===== src/rtl/adc_seq_pkg.sv =====
package adc_seq_pkg;
  typedef enum logic [1:0] {ST_IDLE, ST_CONV, ST_WAIT} seq_state_e;
  localparam int BIT_EN   = 0;
  localparam int BIT_FLAG = 1;
  localparam int BIT_GO   = 2;
  localparam int CH_LO    = 3;
  localparam int SEL_LO   = 6;
  localparam logic [1:0] SEL_INT = 2'b11;
endpackage


===== src/rtl/adc_seq_clkgen.sv =====
module adc_seq_clkgen #(
  parameter int DIV         = 32,
  parameter int SYNC_STAGES = 2
) (
  input  logic clk_i,
  input  logic rst_ni,
  input  logic rc_clk_i,
  input  logic sel_int_i,
  output logic tick_o
);
  localparam int CW = (DIV > 1) ? $clog2(DIV) : 1;

  logic [CW-1:0] div_q;
  logic [SYNC_STAGES-1:0] sync_q;
  logic rc_prev_q;

  always_ff @(posedge clk_i or negedge rst_ni) begin
    if (!rst_ni) div_q <= '0;
    else if (div_q == CW'(DIV - 1)) div_q <= '0;
    else div_q <= div_q + 1'b1;
  end

  for (genvar i = 0; i < SYNC_STAGES; i++) begin : g_sync
    if (i == 0) begin : g_first
      always_ff @(posedge clk_i or negedge rst_ni) begin
        if (!rst_ni) sync_q[0] <= 1'b0;
        else sync_q[0] <= rc_clk_i;
      end
    end else begin : g_next
      always_ff @(posedge clk_i or negedge rst_ni) begin
        if (!rst_ni) sync_q[i] <= 1'b0;
        else sync_q[i] <= sync_q[i-1];
      end
    end
  end

  always_ff @(posedge clk_i or negedge rst_ni) begin
    if (!rst_ni) rc_prev_q <= 1'b0;
    else rc_prev_q <= sync_q[SYNC_STAGES-1];
  end

  logic rc_tick, div_tick;
  assign rc_tick  = sync_q[SYNC_STAGES-1] & ~rc_prev_q;
  assign div_tick = (div_q == CW'(DIV - 1));
  assign tick_o   = sel_int_i ? rc_tick : div_tick;
endmodule


===== src/rtl/adc_seq_fsm.sv =====
module adc_seq_fsm
  import adc_seq_pkg::*;
#(
  parameter int CONV_TICKS = 10,
  parameter int CH_W       = 3
) (
  input  logic            clk_i,
  input  logic            rst_ni,
  input  logic            start_i,
  input  logic [CH_W-1:0] chan_i,
  input  logic            abort_i,
  input  logic            tick_i,
  input  logic            done_i,
  output logic            busy_o,
  output logic            complete_o,
  output logic            conv_start_o,
  output logic            clk_en_o,
  output logic [CH_W-1:0] chan_o
);
  localparam int TW = $clog2(CONV_TICKS + 1);

  seq_state_e    state_q;
  logic [TW-1:0] cnt_q;
  logic [CH_W-1:0] chan_q;

  always_ff @(posedge clk_i or negedge rst_ni) begin
    if (!rst_ni) begin
      state_q <= ST_IDLE;
      cnt_q   <= '0;
      chan_q  <= '0;
    end else begin
      unique case (state_q)
        ST_IDLE: if (start_i) begin
          state_q <= ST_CONV;
          cnt_q   <= '0;
          chan_q  <= chan_i;
        end
        ST_CONV: begin
          if (abort_i) state_q <= ST_IDLE;
          else if (tick_i) begin
            if (cnt_q == TW'(CONV_TICKS - 1)) state_q <= ST_WAIT;
            cnt_q <= cnt_q + 1'b1;
          end
        end
        ST_WAIT: if (abort_i || done_i) state_q <= ST_IDLE;
        default: state_q <= ST_IDLE;
      endcase
    end
  end

  assign busy_o       = (state_q != ST_IDLE);
  assign conv_start_o = (state_q == ST_CONV);
  assign clk_en_o     = (state_q == ST_CONV) & tick_i;
  assign complete_o   = (state_q == ST_WAIT) & done_i & ~abort_i;
  assign chan_o       = chan_q;
endmodule


===== src/rtl/adc_seq_regs.sv =====
module adc_seq_regs
  import adc_seq_pkg::*;
#(
  parameter int DATA_W = 8
) (
  input  logic              clk_i,
  input  logic              rst_ni,
  input  logic              wr_i,
  input  logic              addr_i,
  input  logic [7:0]        wdata_i,
  input  logic              busy_i,
  input  logic              complete_i,
  input  logic              abort_i,
  input  logic [DATA_W-1:0] conv_data_i,
  output logic              start_o,
  output logic [2:0]        start_chan_o,
  output logic [1:0]        sel_o,
  output logic              en_o,
  output logic              flag_o,
  output logic              go_o,
  output logic [DATA_W-1:0] result_o,
  output logic [7:0]        rdata_o
);
  logic [1:0] sel_q;
  logic [2:0] chan_q;
  logic go_q, flag_q, en_q;
  logic [DATA_W-1:0] res_q;
  logic wr_ctrl;

  assign wr_ctrl      = wr_i & ~addr_i;
  assign start_o      = wr_ctrl & wdata_i[BIT_GO] & wdata_i[BIT_EN] & ~busy_i;
  assign start_chan_o = wdata_i[CH_LO +: 3];

  always_ff @(posedge clk_i or negedge rst_ni) begin
    if (!rst_ni) begin
      sel_q  <= '0;
      chan_q <= '0;
      go_q   <= 1'b0;
      flag_q <= 1'b0;
      en_q   <= 1'b0;
      res_q  <= '0;
    end else begin
      if (wr_ctrl) begin
        sel_q  <= wdata_i[SEL_LO +: 2];
        chan_q <= wdata_i[CH_LO +: 3];
        en_q   <= wdata_i[BIT_EN];
        flag_q <= wdata_i[BIT_FLAG];
        if (!busy_i) go_q <= wdata_i[BIT_GO] & wdata_i[BIT_EN];
      end
      if (complete_i) begin
        res_q  <= conv_data_i;
        flag_q <= 1'b1;
        go_q   <= 1'b0;
      end else if (abort_i) begin
        go_q <= 1'b0;
      end
    end
  end

  assign sel_o    = sel_q;
  assign en_o     = en_q;
  assign flag_o   = flag_q;
  assign go_o     = go_q;
  assign result_o = res_q;
  assign rdata_o  = addr_i ? 8'(res_q) : {sel_q, chan_q, go_q, flag_q, en_q};
endmodule


===== src/rtl/adc_seq.sv =====
module adc_seq
  import adc_seq_pkg::*;
#(
  parameter int DATA_W     = 8,
  parameter int DIV        = 32,
  parameter int CONV_TICKS = 10
) (
  input  logic              clk_i,
  input  logic              rst_ni,
  input  logic              wr_en_i,
  input  logic              addr_i,
  input  logic [7:0]        wdata_i,
  output logic [7:0]        rdata_o,
  input  logic              irq_en_i,
  input  logic              sleep_i,
  input  logic              conv_rc_clk_i,
  output logic [2:0]        chan_sel_o,
  output logic              conv_start_o,
  output logic              conv_clk_en_o,
  input  logic              conv_done_i,
  input  logic [DATA_W-1:0] conv_data_i,
  output logic              irq_o,
  output logic              wake_o
);
  logic start, busy, complete, abort, tick, en, flag, go;
  logic [2:0] start_chan;
  logic [1:0] sel;
  logic [DATA_W-1:0] result;
  logic sleep_ok;

  // sleep keeps a conversion alive only on internal clock with interrupt enabled
  assign sleep_ok = (sel == SEL_INT) & irq_en_i;
  assign abort    = busy & (~en | (sleep_i & ~sleep_ok));

  adc_seq_regs #(.DATA_W(DATA_W)) u_regs (
    .clk_i, .rst_ni,
    .wr_i(wr_en_i), .addr_i, .wdata_i,
    .busy_i(busy), .complete_i(complete), .abort_i(abort),
    .conv_data_i,
    .start_o(start), .start_chan_o(start_chan), .sel_o(sel),
    .en_o(en), .flag_o(flag), .go_o(go), .result_o(result),
    .rdata_o
  );

  adc_seq_clkgen #(.DIV(DIV), .SYNC_STAGES(2)) u_clkgen (
    .clk_i, .rst_ni,
    .rc_clk_i(conv_rc_clk_i), .sel_int_i(sel == SEL_INT),
    .tick_o(tick)
  );

  adc_seq_fsm #(.CONV_TICKS(CONV_TICKS), .CH_W(3)) u_fsm (
    .clk_i, .rst_ni,
    .start_i(start), .chan_i(start_chan), .abort_i(abort),
    .tick_i(tick), .done_i(conv_done_i),
    .busy_o(busy), .complete_o(complete),
    .conv_start_o, .clk_en_o(conv_clk_en_o), .chan_o(chan_sel_o)
  );

  assign irq_o  = flag & irq_en_i;
  assign wake_o = flag & irq_en_i & sleep_i;
endmodule


===== config.mk =====
export PLATFORM = sky130hd
export DESIGN_NAME = adc_seq
export DESIGN_NICKNAME = d
export VERILOG_FILES = /design/src/rtl/adc_seq_pkg.sv /design/src/rtl/adc_seq_clkgen.sv /design/src/rtl/adc_seq_fsm.sv /design/src/rtl/adc_seq_regs.sv /design/src/rtl/adc_seq.sv
export SDC_FILE = /design/constraint.sdc
export NUM_CORES = 1
export LEC_CHECK = 0
export BUFFER_PORTS_ARGS = -buffer_cell sky130_fd_sc_hd__buf_2
export CAP_MARGIN = 20
export CELL_PAD_IN_SITES_DETAIL_PLACEMENT = 0
export CELL_PAD_IN_SITES_GLOBAL_PLACEMENT = 1
export CORE_ASPECT_RATIO = 2
export CORE_MARGIN = 5
export CORE_UTILIZATION = 44
export DETAILED_ROUTE_END_ITERATION = 10
export PLACE_DENSITY = 0.87
export SLEW_MARGIN = 10
export SYNTH_ARGS = -nofsm -noshare
export SYNTH_HDL_FRONTEND = slang
export SYNTH_SLANG_ARGS = --single-unit
export TNS_END_PERCENT = 5

===== constraint.sdc =====
create_clock -name clk_i -period 3.75 [get_ports clk_i]
set_clock_uncertainty 0.05 [all_clocks]
set_input_delay 0.75 -clock clk_i [delete_from_list [all_inputs] [get_ports clk_i]]
set_output_delay 0.75 -clock clk_i [all_outputs]
set_load 0.005 [all_outputs]

==> impl_metrics.yaml, run 1 <==
cts:
  cts_resized: 0
  ctsHoldBuffers: 0
  clk_path_buf_depth: 2
  clkSlewWorstSetupHoldPaths_ns: 0.06
  cts.sinks: 33
  cts_tree: "yes"
  htreeDepth: 2
  ctsRootBufferMaster: "clkbuf_8"
  cts_buffers: 5
  post-cts-setup-buffers: 0
  clk_latency_ns: 0.28
job:
  maxCapViolations: 0
yosys:
  synthCells: 122
  yosysWarnings: 0
  synthesis.area_mm2: 0.00155
  ys_top_cells_by_count: "dfrtp_1, mux2_2, inv_1"
  synth_flop_cell: "dfrtp_1"
  synthTopCellsByArea: "dfrtp_1, mux2_2, ha_1"
  syn-num-nets: 150
  synthDistinctLibCells: 39
  syn_avg_cell_area_um2: 12.7
  synth.most_common_cell: "dfrtp_1"
  synth_edf_count: 0
  synth_top_cell_area_share: 0.533
  ys_async_sr_fraction: 1.00
  ys_seq_area_frac: 0.533
  synth_area_leader_cell: "dfrtp_1"
  ys_ff_latch: 33
place:
  hpwl_mm: 2.59
  gp_congestion: 0.804
  io_buffers: 38
  preCtsSetupSlack_ns: 1.38
drt:
  drt_iter0_drc: 4
  wl_per_cell_um: 15.2
  dr_total_vias: 1079
  drc_errors: 0
  antenna_left: 0
  routed_wirelength_mm: 3.24
  avgViaCountPerCell: 5.07
  first_pass_iters: 4
floorplanning:
  start_util: 0.454
  core_area_mm2: 0.00342
  die_area_mm2: 0.00488
  die_w_um: 52.0
  ios: 39
  row_count: 30
  die_h_um: 93.9
pwr:
  vdd_drop_max_mv: 0.288
  total_leakage_power_nw: 0.916
  intPower_w: 0.000560
  p_per_area_mw_per_mm2: 396
  pwr-share-clk: 0.337
  power_frac_comb: 0.123
  p_sw_frac: 0.241
  seqPwrFrac: 0.539
  p_sw_w: 0.000178
timing:
  period_needed_ns: 2.66
  fin_crit_sh: 0.709
  drv_slew: 0
  setup_viol: 0
  fmax_mhz: 376
  hold_viol: 0
  setup_tns_ns: 0
  rsz0062_at_grt: "no"
  worstMarginPinSlew_ns: 0.738
  timing.hold.ws_ns: 0.294
  worst_slack_ns: 1.09
  max-slew-margin-rel: 0.507
run_status:
  status: "complete, no violations"
grt:
  grt_max_degree: 34
  antenna_found_initial: 0
  grt_pass1_wl_mm: 5.56
  use_met1: 0.159
  first_global_vias: 1215
  track_usage: 0.154
  met3_usage: 0.0397
  grt.overflow.total: 0
  grt-busiest-layer: "met2"
  gr-usage-met2: 0.280
final_layout:
  register_area_um2: 826
  drive_gt1_frac: 0.442
  diodes: 0
  fillCellCount: 309
  nets: 192
  multi_input_area_um2: 678
  area_growth_pct: 20.3
worst_hold_path:
  hp-class: "reg2reg"
worst_setup_path:
  worst-path-max-fanout: 5
  crit_type: "reg2out"
  cp-end-kind: "primary output"
  required_ns: 2.95
  arrival_ns: 1.86
  start_kind: "flop"
## placed cells by master (no fill, tap or decap), types with 2 or more instances in the layout
cell type | Yosys | final
nor2b_1 | 3 | 3
buf_2 | 1 | 38
nand2_1 | 5 | 5
inv_1 | 8 | 8
ha_1 | 4 | 4
o311ai_0 | 2 | 2
nand3_1 | 4 | 4
nor2_1 | 7 | 7
and3_1 | 2 | 2
clkbuf_1 | 1 | 3
dfrtp_1 | 33 | 33
mux2_2 | 25 | 25
clkbuf_8 | 0 | 5
## per-stage QoR
step	std cells	util	total power, W	instance area, µm²
3_3_place_gp	205	0.522	0.000495	1780
6_report	213	0.546	0.000738	1860
4_1_cts	213	0.546	0.000749	1860
3_5_place_dp	205	0.522	0.000498	1780
2_1_floorplan	122	-	0.000449	1550
5_1_grt	213	0.546	0.000778	1860
## flip-flops by register name, summed over array words and instances, names as in the netlist, 2 cells and up
register	count
u_regs.result_o	8
u_fsm.cnt_q	4
u_clkgen.sync_q	2
u_fsm.chan_o	3
u_fsm.state_q	2
u_clkgen.div_q	5
u_regs.chan_q	3
u_regs.sel_o	2
## final timing paths
kind	depth (start not counted)	slack, ns	from	end
worst max register to register	7	1.66	u_clkgen.div_q[0]$_DFF_PN0_	u_fsm.cnt_q[3]$_DFFE_PN0P_
worst min register to register	0	0.29	u_clkgen.sync_q[0]$_DFF_PN0_	u_clkgen.sync_q[1]$_DFF_PN0_
min in group asynchronous	1	0.48	rst_ni	u_regs.result_o[2]$_DFFE_PN0P_
max in group asynchronous	1	2.70	rst_ni	u_clkgen.div_q[4]$_DFF_PN0_
worst min-delay path	0	0.29	u_clkgen.sync_q[0]$_DFF_PN0_	u_clkgen.sync_q[1]$_DFF_PN0_
worst max-delay path	7	1.09	u_clkgen.div_q[0]$_DFF_PN0_	conv_clk_en_o
## critical path, stage by stage (launching register included)
cell	delay, ns
dfrtp_1	0.40
ha_1	0.23
and3_1	0.16
ha_1	0.24
a21boi_4	0.17
o21ai_2	0.21
inv_1	0.05
buf_2	0.12
## layer usage
metal	part of all wire	routed length, µm
met2	0.57	1860
met4	0.012	39
met1	0.36	1180
met5	0	0
met3	0.050	161
## layout make-up
type,count,share of cell area
Sequential cell,33,0.443
Tap cell,48,0.0322
Multi-Input combinational cell,78,0.364
Clock buffer,8,0.0430
Timing Repair Buffer,38,0.102
Inverter,8,0.0161
## power by group through the flow
stage	sequential, W	combinational, W	clock, W
finish	0.000398	0.0000911	0.000249
global route	0.000402	0.000102	0.000275
CTS	0.000398	0.0000935	0.000257
detailed placement	0.000405	0.0000932	0
global placement	0.000404	0.0000903	0
floorplan	0.000400	0.0000493	0
## logic make-up after synthesis
kind of cell,count (synthesis),synth area share
adders and majority gates,4,0.0323
DFF,33,0.533
muxes,26,0.188
and+or+nand+nor,30,0.112
AOI/OAI and AO/OA,16,0.0936
xor gates and xnor gates,2,0.0113
buffers and inverters,11,0.0299
No activity file was read; power rests on OpenSTA's default activity.
==> inputs of run 2 (changes only) <==
--- a/config.mk
+++ b/config.mk
@@ -5,15 +5,16 @@
 export SDC_FILE = /design/constraint.sdc
 export NUM_CORES = 1
 export LEC_CHECK = 0
+export ABC_AREA = 1
 export BUFFER_PORTS_ARGS = -buffer_cell sky130_fd_sc_hd__buf_2
 export CAP_MARGIN = 20
 export CELL_PAD_IN_SITES_DETAIL_PLACEMENT = 0
 export CELL_PAD_IN_SITES_GLOBAL_PLACEMENT = 1
 export CORE_ASPECT_RATIO = 2
 export CORE_MARGIN = 5
-export CORE_UTILIZATION = 44
+export CORE_UTILIZATION = 38
 export DETAILED_ROUTE_END_ITERATION = 10
-export PLACE_DENSITY = 0.87
+export PLACE_DENSITY = 0.82
 export SLEW_MARGIN = 10
 export SYNTH_ARGS = -nofsm -noshare
 export SYNTH_HDL_FRONTEND = slang
==> constraint.sdc (replaced) <==
create_clock -name clk_i -period 2.73 [get_ports clk_i]
set_clock_uncertainty 0.05 [all_clocks]
set_input_delay 0.546 -clock clk_i [delete_from_list [all_inputs] [get_ports clk_i]]
set_output_delay 0.546 -clock clk_i [all_outputs]
set_load 0.005 [all_outputs]
==> run 2 against run 1 <==
  * Synthesized cell count up 61%
  * Wire length is 6.2% higher
  * Flip-flop and latch count did not move
  * Largest power group unchanged
  * Via count increased by 21%
  * Sequential share of layout area down 1.4 points
  * Clock power rose by 37%
  * Utilization fell by 7.9 points
  * Critical path depth increased by 2
  * Combinational power grew to 3.4 times the previous value
  * First-iteration DRC count grew to 7.5 times the previous value
  * Global-route usage down 1.9 points
==> impl_metrics.yaml, run 2 <==
run_status:
  status: "complete, no violations"
cts:
  post-cts-setup-buffers: 0
  clkSlewWorstSetupHoldPaths_ns: 0.07
  htreeDepth: 2
  clk_path_buf_depth: 2
  cts.sinks: 33
  ctsHoldBuffers: 0
  cts_buffers: 5
  cts_resized: 0
  clk_latency_ns: 0.28
  ctsRootBufferMaster: "clkbuf_8"
  cts_tree: "yes"
yosys:
  synthTopCellsByArea: "dfrtp_1, nand2_1, inv_1"
  synth_edf_count: 0
  ys_seq_area_frac: 0.512
  synth_area_leader_cell: "dfrtp_1"
  synth.most_common_cell: "nand2_1"
  ys_async_sr_fraction: 1.00
  ys_top_cells_by_count: "nand2_1, dfrtp_1, inv_1"
  yosysWarnings: 0
  synth_top_cell_area_share: 0.512
  synth-simple-area-share: 0.248
  synth_xor_area_frac: 0.0109
  ys_ff_latch: 33
  synth-adder-area-share: 0.0310
  synthDistinctLibCells: 22
  synth_top_family_by_area: "simple AND/OR/NAND/NOR gates"
  synth.area.mux_share: 0
  synth_compound_area_frac: 0.103
  synthCells: 197
  synthesis.area_mm2: 0.00161
  syn-num-nets: 225
  syn_avg_cell_area_um2: 8.19
  synth_flop_cell: "dfrtp_1"
worst_hold_path:
  hp-class: "in2async"
timing:
  setup_viol: 0
  setup_tns_ns: 0
  period_needed_ns: 2.27
  worstMarginPinSlew_ns: 0.724
  worst_slack_ns: 0.458
  fin_crit_sh: 0.832
  hold_viol: 0
  drv_slew: 0
  fmax_mhz: 440
  timing.hold.ws_ns: 0.272
  rsz0062_at_grt: "no"
  max-slew-margin-rel: 0.517
worst_setup_path:
  r2r_cells: 12
  r2r_setup_slack_ns: 0.96
  worst-path-max-fanout: 3
  slowest_stage: "dfrtp_1"
  crit_type: "reg2out"
  arrival_ns: 1.68
  crit_family: "adder cells"
  path_cells: "ha_1 -> nand2_1 -> nor2_1 -> ha_1 -> inv_1 -> nand2_1 -> nand3_1 -> inv_1 -> buf_2"
  cp-end-kind: "primary output"
  max_stage_delay_ns: 0.40
  rr_endpoint: "u_fsm.cnt_q[1]$_DFFE_PN0P_"
  path_buf_inv: 3
  start_kind: "flop"
  required_ns: 2.13
  rr_startpoint: "u_clkgen.div_q[0]$_DFF_PN0_"
final_layout:
  area_growth_pct: 19.4
  layout_commonest_cell: "nand2_1"
  layout_common_cells: "nand2_1, buf_2, dfrtp_1"
  drive_gt1_frac: 0.247
  largest_reg_flops: 8
  diodes: 0
  fin_cells: 291
  stdcell_area_mm2: 0.00193
  nets: 266
floorplanning:
  core_area_mm2: 0.00413
  ios: 39
  start_util: 0.391
  die_h_um: 102
  die_area_mm2: 0.00573
  row_count: 33
  die_w_um: 56.1
drt:
  first_pass_iters: 4
  drc_errors: 0
  avgViaCountPerCell: 4.48
  dr_total_vias: 1305
  antenna_left: 0
  drt_iter0_drc: 30
  routed_wirelength_mm: 3.44
  wl_per_cell_um: 11.8
grt:
  grt_pass1_wl_mm: 5.93
  grt.overflow.total: 0
  antenna_found_initial: 0
  grt_max_degree: 34
  first_global_vias: 1380
  track_usage: 0.135
pwr:
  p_per_area_mw_per_mm2: 672
  vdd_drop_max_mv: 0.548
  total_leakage_power_nw: 1.11
place:
  io_buffers: 38
  postPlaceCellArea_mm2: 0.00184
  hpwl_mm: 2.78
  gp_congestion: 0.771
  preCtsSetupSlack_ns: 0.517
  dp_cells: 283
job:
  maxCapViolations: 0
[run 2: changes by cell type after synthesis, moves of 7 or more]
| cell | delta |
|---|---|
| nand3_1 | +7 |
| mux2_2 | -25 |
| nor2_1 | +7 |
| inv_1 | +24 |
| o21ai_2 | +7 |
| o21ai_0 | +11 |
| nand2_1 | +59 |
[run 2: stage by stage]
| stage | total power (W) | util |
|---|---|---|
| floorplan | 0.000843 | - |
| global placement | 0.000968 | 0.446 |
| detailed placement | 0.000970 | 0.446 |
| CTS | 0.00132 | 0.466 |
| global route | 0.00140 | 0.466 |
| finish | 0.00129 | 0.466 |
[run 2: how the worst max path moves through the flow]
| stage | start | to | slack (ns) | cells past startpoint |
|---|---|---|---|---|
| 6_report | u_clkgen.div_q[0]$_DFF_PN0_ | conv_clk_en_o | 0.46 | 9 |
| 3_5_place_dp | addr_i | u_fsm.cnt_q[3]$_DFFE_PN0P_ | 0.52 | 8 |
| 3_3_place_gp | addr_i | u_fsm.cnt_q[3]$_DFFE_PN0P_ | 0.61 | 8 |
| 2_1_floorplan | u_clkgen.div_q[0]$_DFF_PN0_ | conv_clk_en_o | 0.98 | 8 |
| 5_1_grt | u_clkgen.div_q[0]$_DFF_PN0_ | conv_clk_en_o | 0.30 | 9 |
| 4_1_cts | u_clkgen.div_q[0]$_DFF_PN0_ | conv_clk_en_o | 0.42 | 9 |
[run 2: worst reg2reg max path: cells and delay by family (launching register included)]
family	cells	cell delay, ns
adder cells (fa/ha/maj)	2	0.42
AND/OR/NAND/NOR	7	0.55
buffers and inverters	3	0.23
flip-flops	1	0.40
[run 2: cells by family after synthesis]
logic type      count (synthesis)
fa+ha+maj                       4
buf+inv                        38
xor+xnor                        2
simple gates                   95
flops                          33
compound gates                 25
[run 2: report_power, final]
part | switching, W | internal (W) | total (W)
combinational | 0.000173 | 0.000137 | 0.000310
clock | 0.000165 | 0.000176 | 0.000342
sequential | 0.0000556 | 0.000587 | 0.000643
[run 2: area by class of cell]
| type | count | area (µm²) |
|---|---|---|
| fill | 461 | 2200 |
| timing repair buffer | 38 | 190 |
| multi-input combinational | 126 | 634 |
| clock buffer | 6 | 72.6 |
| inverter | 34 | 128 |
| clock inverter | 2 | 10.0 |
| sequential | 33 | 826 |
| tap | 52 | 65.1 |
[run 2: routing by layer]
layer  track usage  up-vias  wire length, µm  share of wire
li1              -      685                -              -
met1         0.120      594             1250           0.36
met2         0.271       21             1990           0.58
met3        0.0341        5              129          0.038
met4        0.0658        0               70          0.020
met5             0        -                0              0
